<file path="src/rtl/memdec_pkg.sv">
package memdec_pkg;
  localparam int BLK_W       = 7;          // A17..A23
  localparam int LOW_MEG_MSB = 2;          // bits above this are A20..A23
  localparam logic [BLK_W-1:0] RAM0_LAST  = 7'h03;
  localparam logic [BLK_W-1:0] RAM1_BLK   = 7'h04;
  localparam logic [BLK_W-1:0] OPT_BLK    = 7'h06;
  localparam logic [BLK_W-1:0] BIOS_BLK   = 7'h07;
  localparam logic [BLK_W-1:0] BIOS_ALIAS = 7'h7F;
  localparam int NUM_SEL     = 4;

  typedef enum logic [2:0] {
    RG_NONE, RG_RAM0, RG_RAM1, RG_OPT, RG_BIOS
  } region_e;

  function automatic region_e classify(input logic [BLK_W-1:0] blk);
    if (blk <= RAM0_LAST)                        return RG_RAM0;
    else if (blk == RAM1_BLK)                    return RG_RAM1;
    else if (blk == OPT_BLK)                     return RG_OPT;
    else if (blk == BIOS_BLK || blk == BIOS_ALIAS) return RG_BIOS;
    else                                         return RG_NONE;
  endfunction

  function automatic logic is_wide(input region_e r);
    return (r == RG_RAM0) || (r == RG_RAM1) || (r == RG_BIOS);
  endfunction

  function automatic logic in_low_meg(input logic [BLK_W-1:0] blk);
    return blk[BLK_W-1:LOW_MEG_MSB+1] == '0;
  endfunction

  // one-hot select vector, bit order: ram0, ram1, opt, bios
  function automatic logic [NUM_SEL-1:0] sel_vec(input region_e r);
    logic [NUM_SEL-1:0] v;
    v = '0;
    case (r)
      RG_RAM0: v[0] = 1'b1;
      RG_RAM1: v[1] = 1'b1;
      RG_OPT:  v[2] = 1'b1;
      RG_BIOS: v[3] = 1'b1;
      default: v = '0;
    endcase
    return v;
  endfunction
endpackage

</file>
<file path="src/rtl/memdec_addr_reg.sv">
module memdec_addr_reg #(
  parameter int W = 7
) (
  input  logic         clk,
  input  logic         rst_n,
  input  logic         open_i,
  input  logic [W-1:0] addr_i,
  output logic [W-1:0] addr_q
);
  for (genvar i = 0; i < W; i++) begin : g_bit
    always_ff @(posedge clk or negedge rst_n) begin
      if (!rst_n)      addr_q[i] <= 1'b0;
      else if (open_i) addr_q[i] <= addr_i[i];
    end
  end
endmodule

</file>
<file path="src/rtl/memdec_region.sv">
module memdec_region
  import memdec_pkg::*;
(
  input  logic [BLK_W-1:0]   blk_i,
  input  logic               cmd_i,
  output region_e            region_o,
  output logic [NUM_SEL-1:0] sel_o,
  output logic               wide_o,
  output logic               low_meg_o,
  output logic               narrow_o
);
  always_comb begin
    region_o  = classify(blk_i);
    wide_o    = is_wide(region_o);
    narrow_o  = (region_o == RG_OPT);
    low_meg_o = in_low_meg(blk_i);
    sel_o     = cmd_i ? sel_vec(region_o) : '0;
  end
endmodule

</file>
<file path="src/rtl/memdec_ready.sv">
module memdec_ready #(
  parameter int WAIT_CLKS = 4,
  localparam int CNT_W = $clog2(WAIT_CLKS + 1)
) (
  input  logic             clk,
  input  logic             rst_n,
  input  logic             cmd_i,
  input  logic             narrow_i,
  output logic [CNT_W-1:0] cnt_o,
  output logic             ready_o
);
  localparam logic [CNT_W-1:0] LIMIT = CNT_W'(WAIT_CLKS);

  always_ff @(posedge clk or negedge rst_n) begin
    if (!rst_n)             cnt_o <= '0;
    else if (!cmd_i)        cnt_o <= '0;
    else if (cnt_o < LIMIT) cnt_o <= cnt_o + 1'b1;
  end

  assign ready_o = !(cmd_i && narrow_i && (cnt_o < LIMIT));
endmodule

</file>
<file path="src/rtl/mem_select_decoder.sv">
module mem_select_decoder
  import memdec_pkg::*;
#(
  parameter int WAIT_CLKS = 4
) (
  input  logic             clk,
  input  logic             rst_n,
  input  logic [BLK_W-1:0] addr_hi,
  input  logic             ale_gate,
  input  logic             dma_mode,
  input  logic             memr_n,
  input  logic             memw_n,
  output logic             ram0_sel_n,
  output logic             ram1_sel_n,
  output logic             opt_sel_n,
  output logic             bios_sel_n,
  output logic             smemr_n,
  output logic             smemw_n,
  output logic             memcs16_n,
  output logic             cpu_ready
);
  localparam int CNT_W = $clog2(WAIT_CLKS + 1);

  logic               latch_open;
  logic [BLK_W-1:0]   lat_addr;
  logic               cmd_active;
  region_e            region;
  logic [NUM_SEL-1:0] sel;
  logic               wide;
  logic               below_1m;
  logic               eight_bit;
  logic [CNT_W-1:0]   wait_cnt;

  assign latch_open = ale_gate | dma_mode;
  assign cmd_active = !memr_n || !memw_n;

  memdec_addr_reg #(.W(BLK_W)) u_latch (
    .clk(clk), .rst_n(rst_n), .open_i(latch_open),
    .addr_i(addr_hi), .addr_q(lat_addr)
  );

  memdec_region u_dec (
    .blk_i(lat_addr), .cmd_i(cmd_active), .region_o(region),
    .sel_o(sel), .wide_o(wide), .low_meg_o(below_1m), .narrow_o(eight_bit)
  );

  memdec_ready #(.WAIT_CLKS(WAIT_CLKS)) u_rdy (
    .clk(clk), .rst_n(rst_n), .cmd_i(cmd_active), .narrow_i(eight_bit),
    .cnt_o(wait_cnt), .ready_o(cpu_ready)
  );

  assign ram0_sel_n = !sel[0];
  assign ram1_sel_n = !sel[1];
  assign opt_sel_n  = !sel[2];
  assign bios_sel_n = !sel[3];
  assign smemr_n    = memr_n | !below_1m;
  assign smemw_n    = memw_n | !below_1m;
  assign memcs16_n  = !wide;
endmodule

</file>
<file path="config.mk">
export PLATFORM = sky130hd
export DESIGN_NAME = mem_select_decoder
export DESIGN_NICKNAME = d
export VERILOG_FILES = /design/src/rtl/memdec_pkg.sv /design/src/rtl/memdec_addr_reg.sv /design/src/rtl/memdec_region.sv /design/src/rtl/memdec_ready.sv /design/src/rtl/mem_select_decoder.sv
export SDC_FILE = /design/constraint.sdc
export NUM_CORES = 1
export LEC_CHECK = 0
export ABC_AREA = 1
export CAP_MARGIN = 20
export CORE_UTILIZATION = 43
export DETAILED_ROUTE_END_ITERATION = 8
export MAX_ROUTING_LAYER = met4
export PLACE_DENSITY = 0.76
export RECOVER_POWER = 100
export SYNTH_ARGS = -nofsm -noshare
export SYNTH_HDL_FRONTEND = slang
export SYNTH_HIERARCHICAL = 1
export SYNTH_SLANG_ARGS = --single-unit
</file>
<file path="constraint.sdc">
create_clock -name clk -period 1.5 [get_ports clk]
set_clock_uncertainty 0.1 [all_clocks]
set_input_delay 0.15 -clock clk [delete_from_list [all_inputs] [get_ports clk]]
set_output_delay 0.15 -clock clk [all_outputs]
set_load 0.01 [all_outputs]
</file>
Word level (Yosys, flattened, before mapping)
Index checks and enable logic that the tools add are counted.

storage, ports and cells
  register bits = 10
  input port bits = 13
  output and inout port bits = 8
  logic and storage cells = 50

operators by class
  add/subtract/negate cells = 1
  magnitude comparators = 2
  eq/ne operators = 9
  mux-type cells = 11
  bitwise operators = 3
  reduce and logical (&&, ||, !) cells = 16

operator list
  operator             number
  $eq 7x3->1 const B   3
  $mux 3               6
  $logic_not 1->1      9
  $eq 7x7->1 const B   1
  $le 7x2->1 const B   1
  $eq 3x2->1 const B   2
  $logic_not 4->1      1
  $logic_or 1x1->1     4
  $mux 1               4
  $mux 4               1
  $add 3x1->3 const B  1
  $eq 3x1->1 const B   1
  $eq 3x3->1 const B   1
  $lt 3x3->1 const B   1
  $or 1x1->1           3
  $logic_and 1x1->1    2
  $ne 2x1->1 const B   1

Depth between registers and ports, before layout
Gate-level depths: netlist of run 1.

  word-level depth = 10
  mapped depth = 7
  depth with buffers taken out = 7

Hierarchy
Netlist of run 1, hierarchy kept.

modules (own cells, without submodules)
  module              instances  cells each  area each (um^2)  sequential area each (um^2)
  memdec_addr_reg     1          30          269.0             175.2
  memdec_region       1          45          187.7             0.0
  memdec_ready        1          14          135.1             75.1
  mem_select_decoder  1          13          48.8              0.0

Worst setup path before layout of run 1
No wires, ideal clock.

  path type = register -> output
  start = register u_latch.addr_q[6]
  end = output cpu_ready
  arrival = 0.917 ns
  data required time = 1.250 ns
  setup slack = 0.333 ns
  cell stages (with the launch flop) = 7
  buffers on the path = 0
  cell sequence = dfrtp_1 > nor2_2 > nand2_1 > inv_1 > nand3_1 > inv_1 > nand3_1

between the ends
  cells in the longest elaborated chain, start to end = 10
  elaborated cells on any way between the ends = 14

RTL lines
  item                                      line                      RTL
  from (decl)                               memdec_addr_reg.sv:8      output logic [W-1:0] addr_q
  from (signal, indexed assignment)         memdec_addr_reg.sv:13     else if (open_i) addr_q[i] <= addr_i[i];
  $eq 7x3->1 or $eq 7x7->1 (tied branches)  memdec_pkg.sv:19          else if (blk == BIOS_BLK || blk == BIOS_ALIAS) return RG_BIOS;
  $logic_or 1x1->1                          memdec_pkg.sv:19
  $mux 3                                    memdec_pkg.sv:19
  $mux 3                                    memdec_pkg.sv:18          else if (blk == OPT_BLK) return RG_OPT;
  $mux 3                                    memdec_pkg.sv:17          else if (blk == RAM1_BLK) return RG_RAM1;
  $mux 3 *                                  memdec_pkg.sv:16          if (blk <= RAM0_LAST) return RG_RAM0;
  $eq 3x2->1 *                              memdec_region.sv:15       narrow_o = (region_o == RG_OPT);
  via eight_bit                             mem_select_decoder.sv:31  logic eight_bit;
  $logic_and 1x1->1 * (2 in a row)          memdec_ready.sv:20        assign ready_o = !(cmd_i && narrow_i && (cnt_o < LIMIT));
  $logic_not 1->1 *                         memdec_ready.sv:20
  to (decl)                                 mem_select_decoder.sv:20  output logic cpu_ready

Mark *: on every way through the listed nets, which the timed path passes. The rest lies on a longest branch.

Worst setup path in the final report of run 1
  start = register u_latch.addr_q[6]
  end = output bios_sel_n

between the ends
  cells in the longest elaborated chain, start to end = 10
  elaborated cells on any way between the ends = 14

RTL lines
  item                                      line                      RTL
  $eq 7x3->1 or $eq 7x7->1 (tied branches)  memdec_pkg.sv:19
  $logic_or 1x1->1                          memdec_pkg.sv:19
  $mux 3                                    memdec_pkg.sv:19
  $mux 3                                    memdec_pkg.sv:18
  $mux 3                                    memdec_pkg.sv:17
  $mux 3 *                                  memdec_pkg.sv:16
  $eq 3x3->1 *                              memdec_pkg.sv:35          case (r)
  $mux 1 *                                  memdec_pkg.sv:35
  $mux 4 *                                  memdec_region.sv:17       sel_o = cmd_i ? sel_vec(region_o) : '0;
  via sel[3]                                mem_select_decoder.sv:28  logic [NUM_SEL-1:0] sel;
  $logic_not 1->1 *                         mem_select_decoder.sv:55  assign bios_sel_n = !sel[3];
  to (decl)                                 mem_select_decoder.sv:16  output logic bios_sel_n,

Marked as above.

==> results of run 1 <==
[through the flow]
stage,utilization [%],setup slack [ps]
floorplan,-,357
CTS,68.2,-72.7
global placement,65.5,-196
finish,73.5,-106
global route,73.5,-192
detailed placement,65.5,-216
[power by group]
part           switching (uW)  internal, uW  total (uW)
Sequential               50.7           324         375
Clock                    89.0           147         236
Combinational             132           121         253
Total                     272           593         864
[area by class of cell]
cell class	instances	share of cell area (%)
timing repair buffer	28	25.0
inverter	24	9.45
clock buffer	4	3.70
multi-input combinational	64	34.2
tap	15	1.92
sequential	10	25.7
[worst paths after layout]
check | startpoint | end | slack [ps] | cells after the start
worst min register to register | u_rdy/cnt_o[1]$_DFFE_PN0P_ | u_rdy/cnt_o[1]$_DFFE_PN0P_ | 440 | 2
worst max-delay path | u_latch/addr_q[6]$_DFFE_PN0P_ | bios_sel_n | -110 | 7
worst min-delay path | rst_n | u_latch/addr_q[1]$_DFFE_PN0P_ | 170 | 1
min in group clk | addr_hi[5] | u_latch/addr_q[5]$_DFFE_PN0P_ | 320 | 3
worst max register to register | u_rdy/cnt_o[0]$_DFFE_PN0P_ | u_rdy/cnt_o[1]$_DFFE_PN0P_ | 450 | 3
max in group asynchronous | rst_n | u_latch/addr_q[3]$_DFFE_PN0P_ | 800 | 1
[routing by layer]
metal / routed length [um] / GRT usage (%) / vias up
met2: 800 / 33.1 / 23
li1: - / - / 352
met3: 70 / 1.67 / 2
met4: 12 / 12.5 / 0
met1: 599 / 22.0 / 305
met5: 0 / - / -
[what timing repair did]
action / CTS / global route
buffers inserted: 2 / 1
pin swaps: 13 / 8
endpoints found under the setup margin: 8 / 8
gates resized for setup: 41 / 17
[sequential cells by signal, indices dropped and copies added (netlist names)]
signal          cells
u_latch/addr_q      7
u_rdy/cnt_o         3
[layout by cell type (no fill, tap or decap)]
master and n:
a21oi_2 1, dlygate4sd3_1 3, nor2_1 9, nand2_1 32
nand3_2 1, inv_2 4, nand3_4 1, nand2_4 1
buf_2 4, dfrtp_1 9, clkbuf_4 3, dfrtp_2 1
clkbuf_8 1, buf_6 4, nand3_1 5, buf_4 8
clkdlybuf4s50_1 9, nor2_2 4, o21a_1 1, inv_4 1
nor3_2 1, ha_1 1, nor2_4 2, nand2_2 5
inv_1 19
==> results.tsv, run 1 <==
metric	value	unit
status	complete, but fails checks	
violations	setup timing	
cts_tree	built	
hold_violations	0	
grt_pass1_vias	515	
rsz0062_at_grt	yes	
period_needed	1610	ps
setup_violations	7	
drv_cap	0	
cts_root_buf	clkbuf_4	
ant_nets	0	
vias	682	
drc	0	
dpl.hpwl	988	um
cts.sinks	10	
io_buffers	20	
fin_ws	-106	ps
rows	13	
cts_buffers	3	
wirelength	1.48	mm
place_congestion	0.705	
cpPeakStageDelay	410	ps
grt_pass1_wl	1.97	mm
clock_path_buffers	2	
die_h	40.2	um
syn2layout_area_growth	56.0	%
drt-initial-drc-count	8	
ios	21	
path_buf_inv	3	
maxSlewViolCount	0	
place_area	873	um^2
nNetsFinal	145	
critPathSlowestCell	dfrtp_1	
fin_area	980	um^2
cp_top_family	flip-flops	
critPathKind	reg2out	
crit_arrival	1360	ps
synth_area	628	um^2
worstSetupStartpointType	register	
p_per_area	882	mW/mm^2
crit_chain	nor2_4 -> nand2_4 -> inv_4 -> nand2_2 -> a21oi_2 -> inv_1 -> buf_6	
routedWlPerCell	10.2	um
initial_core_util	47.1	%
synth_warnings	6	
regArea	251	um^2
avgSynthCellArea	6.34	um^2
diodes	0	
insertion_delay	260	ps
peakVddDrop	0.727	mV
relSlewSlack	69.7	%
drive_gt1_share	32.3	%
fillers	119	
hold_path_class	in2async	
cp_max_fo	4	
min_period_over_period	107	%
core	0.00133	mm^2
syn-num-nets	113	
cp.required	1250	ps
grt_overflow_total	0	
synthCells	99	
power	864	uW
holdWs	170	ps
dp_cells	138	
p_leak	0.000525	uW
worstMarginPinSlew	454	ps
first_pass_iters	4	
grt_usage	19.5	%
critPathCaptureType	primary output	
grt_max_degree	11	
antenna_found_initial	0	
h-tree-depth	1	
fin_tns_setup	-330	ps
die-area	0.00162	mm^2
multi_input_area	335	um^2
clkTransAtPathRegs	70	ps
fp.dieW	40.2	um
fmax	623	MHz
vias_per_cell	4.70	
cts_hold_buf	0	
stdcell_count	145	
No activity file was read; power rests on OpenSTA's default activity.
==> inputs of run 2 (changes only) <==
- GPL_TIMING_DRIVEN: default -> 0
==> run 2 against run 1 <==
- the flow still finishes with violations (setup timing)
- worst setup slack got worse by 31 ps
- sequential cell count unchanged
- count of clock-buffer cells in the layout unchanged
- highest routed layer unchanged
- largest cell class unchanged
- critical path depth grew 1
- design area decreased by 1.3%
- routed wire length is 3.4% lower
- sequential share of layout area grew 0.33 points
- largest power group unchanged
- critical path type unchanged
- via count down 3.2%
- combinational power is essentially flat
==> results.tsv, run 2 (same netlist as run 1, synthesis figures left out) <==
metric	value	unit
status	complete, but fails checks	
violations	setup timing	
cpMostUsedCell	nor2_4	
fin_ws	-137	ps
regMostFlops	u_latch/addr_q	
cp_top_family	simple AND/OR/NAND/NOR gates	
cp.required	1250	ps
cp.depth	8	
relSlewSlack	70.2	%
drive_gt1_share	30.3	%
ff2ff_path_depth	3	
hold_path_class	in2async	
diodes	0	
final_cell_mix	33 x nand2_1, 18 x inv_1, 12 x nor2_1	
worstMarginPinSlew	446	ps
place_area	847	um^2
drc	0	
insertion_delay	260	ps
drv_cap	0	
place_congestion	0.692	
largest_reg_flops	7	
worstSetupStartpointType	register	
cts.sinks	10	
hold_violations	0	
clkTransAtPathRegs	70	ps
fp.dieW	40.2	um
holdWs	167	ps
p_leak	0.000525	uW
die-area	0.00162	mm^2
die_h	40.2	um
cts_root_buf	clkbuf_4	
ant_nets	0	
maxSlewViolCount	0	
routedWlPerCell	9.76	um
io_buffers	20	
min_period_over_period	109	%
timing.rr.start	u_rdy/cnt_o[0]$_DFFE_PN0P_	
grt_overflow_total	0	
r2r-end	u_rdy/cnt_o[1]$_DFFE_PN0P_	
cts_tree	built	
setup_violations	7	
wirelength	1.43	mm
reg.largest.list	u_latch/addr_q x7, u_rdy/cnt_o x3	
vias_per_cell	4.49	
cts_buffers	3	
ios	21	
period_needed	1640	ps
antenna_found_initial	0	
h-tree-depth	1	
first_pass_iters	4	
final_common_cell	nand2_1	
reg2reg_slack	480	ps
grt_pass1_wl	2.17	mm
syn2layout_area_growth	54.0	%
grt_usage	21.4	%
grt_max_degree	11	
rsz0062_at_grt	yes	
crit_arrival	1390	ps
initial_core_util	47.1	%
critPathKind	reg2out	
clock_path_buffers	2	
cpPeakStageDelay	420	ps
vias	660	
critPathSlowestCell	dfrtp_1	
fin_area	967	um^2
fmax	611	MHz
nNetsFinal	147	
rows	13	
critPathCaptureType	primary output	
grt_pass1_vias	574	
drt-initial-drc-count	7	
core	0.00133	mm^2
dpl.hpwl	923	um
p_per_area	890	mW/mm^2
final_util	72.5	%
cp_max_fo	2	
peakVddDrop	0.603	mV
crit_chain	nor2_4 -> nand2_2 -> nor2_4 -> buf_4 -> nor2_1 -> nand2_1 -> inv_1 -> buf_6	
path_buf_inv	3	
==> run 2: cell count changes in the layout (fill, tap and decap cells not counted), moves of 2 or more <==
cell             before  now
buf_2                 4    7
clkdlybuf4s50_1       9   11
dlygate4sd3_1         3    1
inv_2                 4    6
nor2_1                9   12
nor2_2                4    0
==> run 2: repair_timing <==
action | CTS | global route
setup buffers | 9 | 1
resized for setup | 42 | 9
hold endpoints to repair | 0 | 0
setup endpoints to repair | 8 | 8
pin swaps | 12 | 6
hold buffers | 0 | 0
gates cloned | 0 | 0
==> run 2: worst register-to-register path: cells and delay by family (launching register included) <==
kind                     cells  cell delay, ps
AND/OR/NAND/NOR              2             130
adder cells (fa/ha/maj)      1             290
flip-flops                   1             400
==> run 2: per-layer routing <==
layer / GRT usage (%) / share of wire (%) / vias to the layer above
met2: 39.5 / 49 / 20
met4: 12.5 / 0.84 / 0
met1: 21.7 / 45 / 286
met5: - / 0 / -
li1: - / - / 352
met3: 1.67 / 5.0 / 2
==> run 2: worst max path at each step <==
stage / startpoint / to / slack (ps)
2_1_floorplan: u_latch/addr_q[6]$_DFFE_PN0P_ / cpu_ready / 360
3_3_place_gp: memr_n / ram1_sel_n / -330
3_5_place_dp: memr_n / ram1_sel_n / -360
4_1_cts: u_latch/addr_q[3]$_DFFE_PN0P_ / memcs16_n / -100
5_1_grt: u_latch/addr_q[3]$_DFFE_PN0P_ / bios_sel_n / -220
6_report: u_latch/addr_q[6]$_DFFE_PN0P_ / memcs16_n / -140
==> run 2: power by group <==
| group | switching (uW) | internal, uW | leakage [uW] |
|---|---|---|---|
| sequential | 47.6 | 324 | 0.000120 |
| clock | 90.1 | 147 | 0.0000210 |
| combinational | 125 | 126 | 0.000383 |
| total | 263 | 598 | 0.000525 |
==> run 2: layout make-up <==
| type | count | area [um^2] |
|---|---|---|
| Sequential cell | 10 | 251 |
| Tap cell | 15 | 18.8 |
| Fill cell | 114 | 367 |
| Multi-Input combinational cell | 64 | 318 |
| Buffer | 1 | 11.3 |
| Timing Repair Buffer | 29 | 241 |
| Inverter | 24 | 90.1 |
| Clock buffer | 4 | 36.3 |
==> run 2: per-stage QoR <==
step	power, uW	TNS, ps	instances	worst slack, ps
2_1_floorplan	499	0	99	357
3_3_place_gp	568	-1500	134	-325
3_5_place_dp	579	-1610	134	-363
4_1_cts	848	-352	147	-104
5_1_grt	924	-1130	147	-220
6_report	861	-536	147	-137
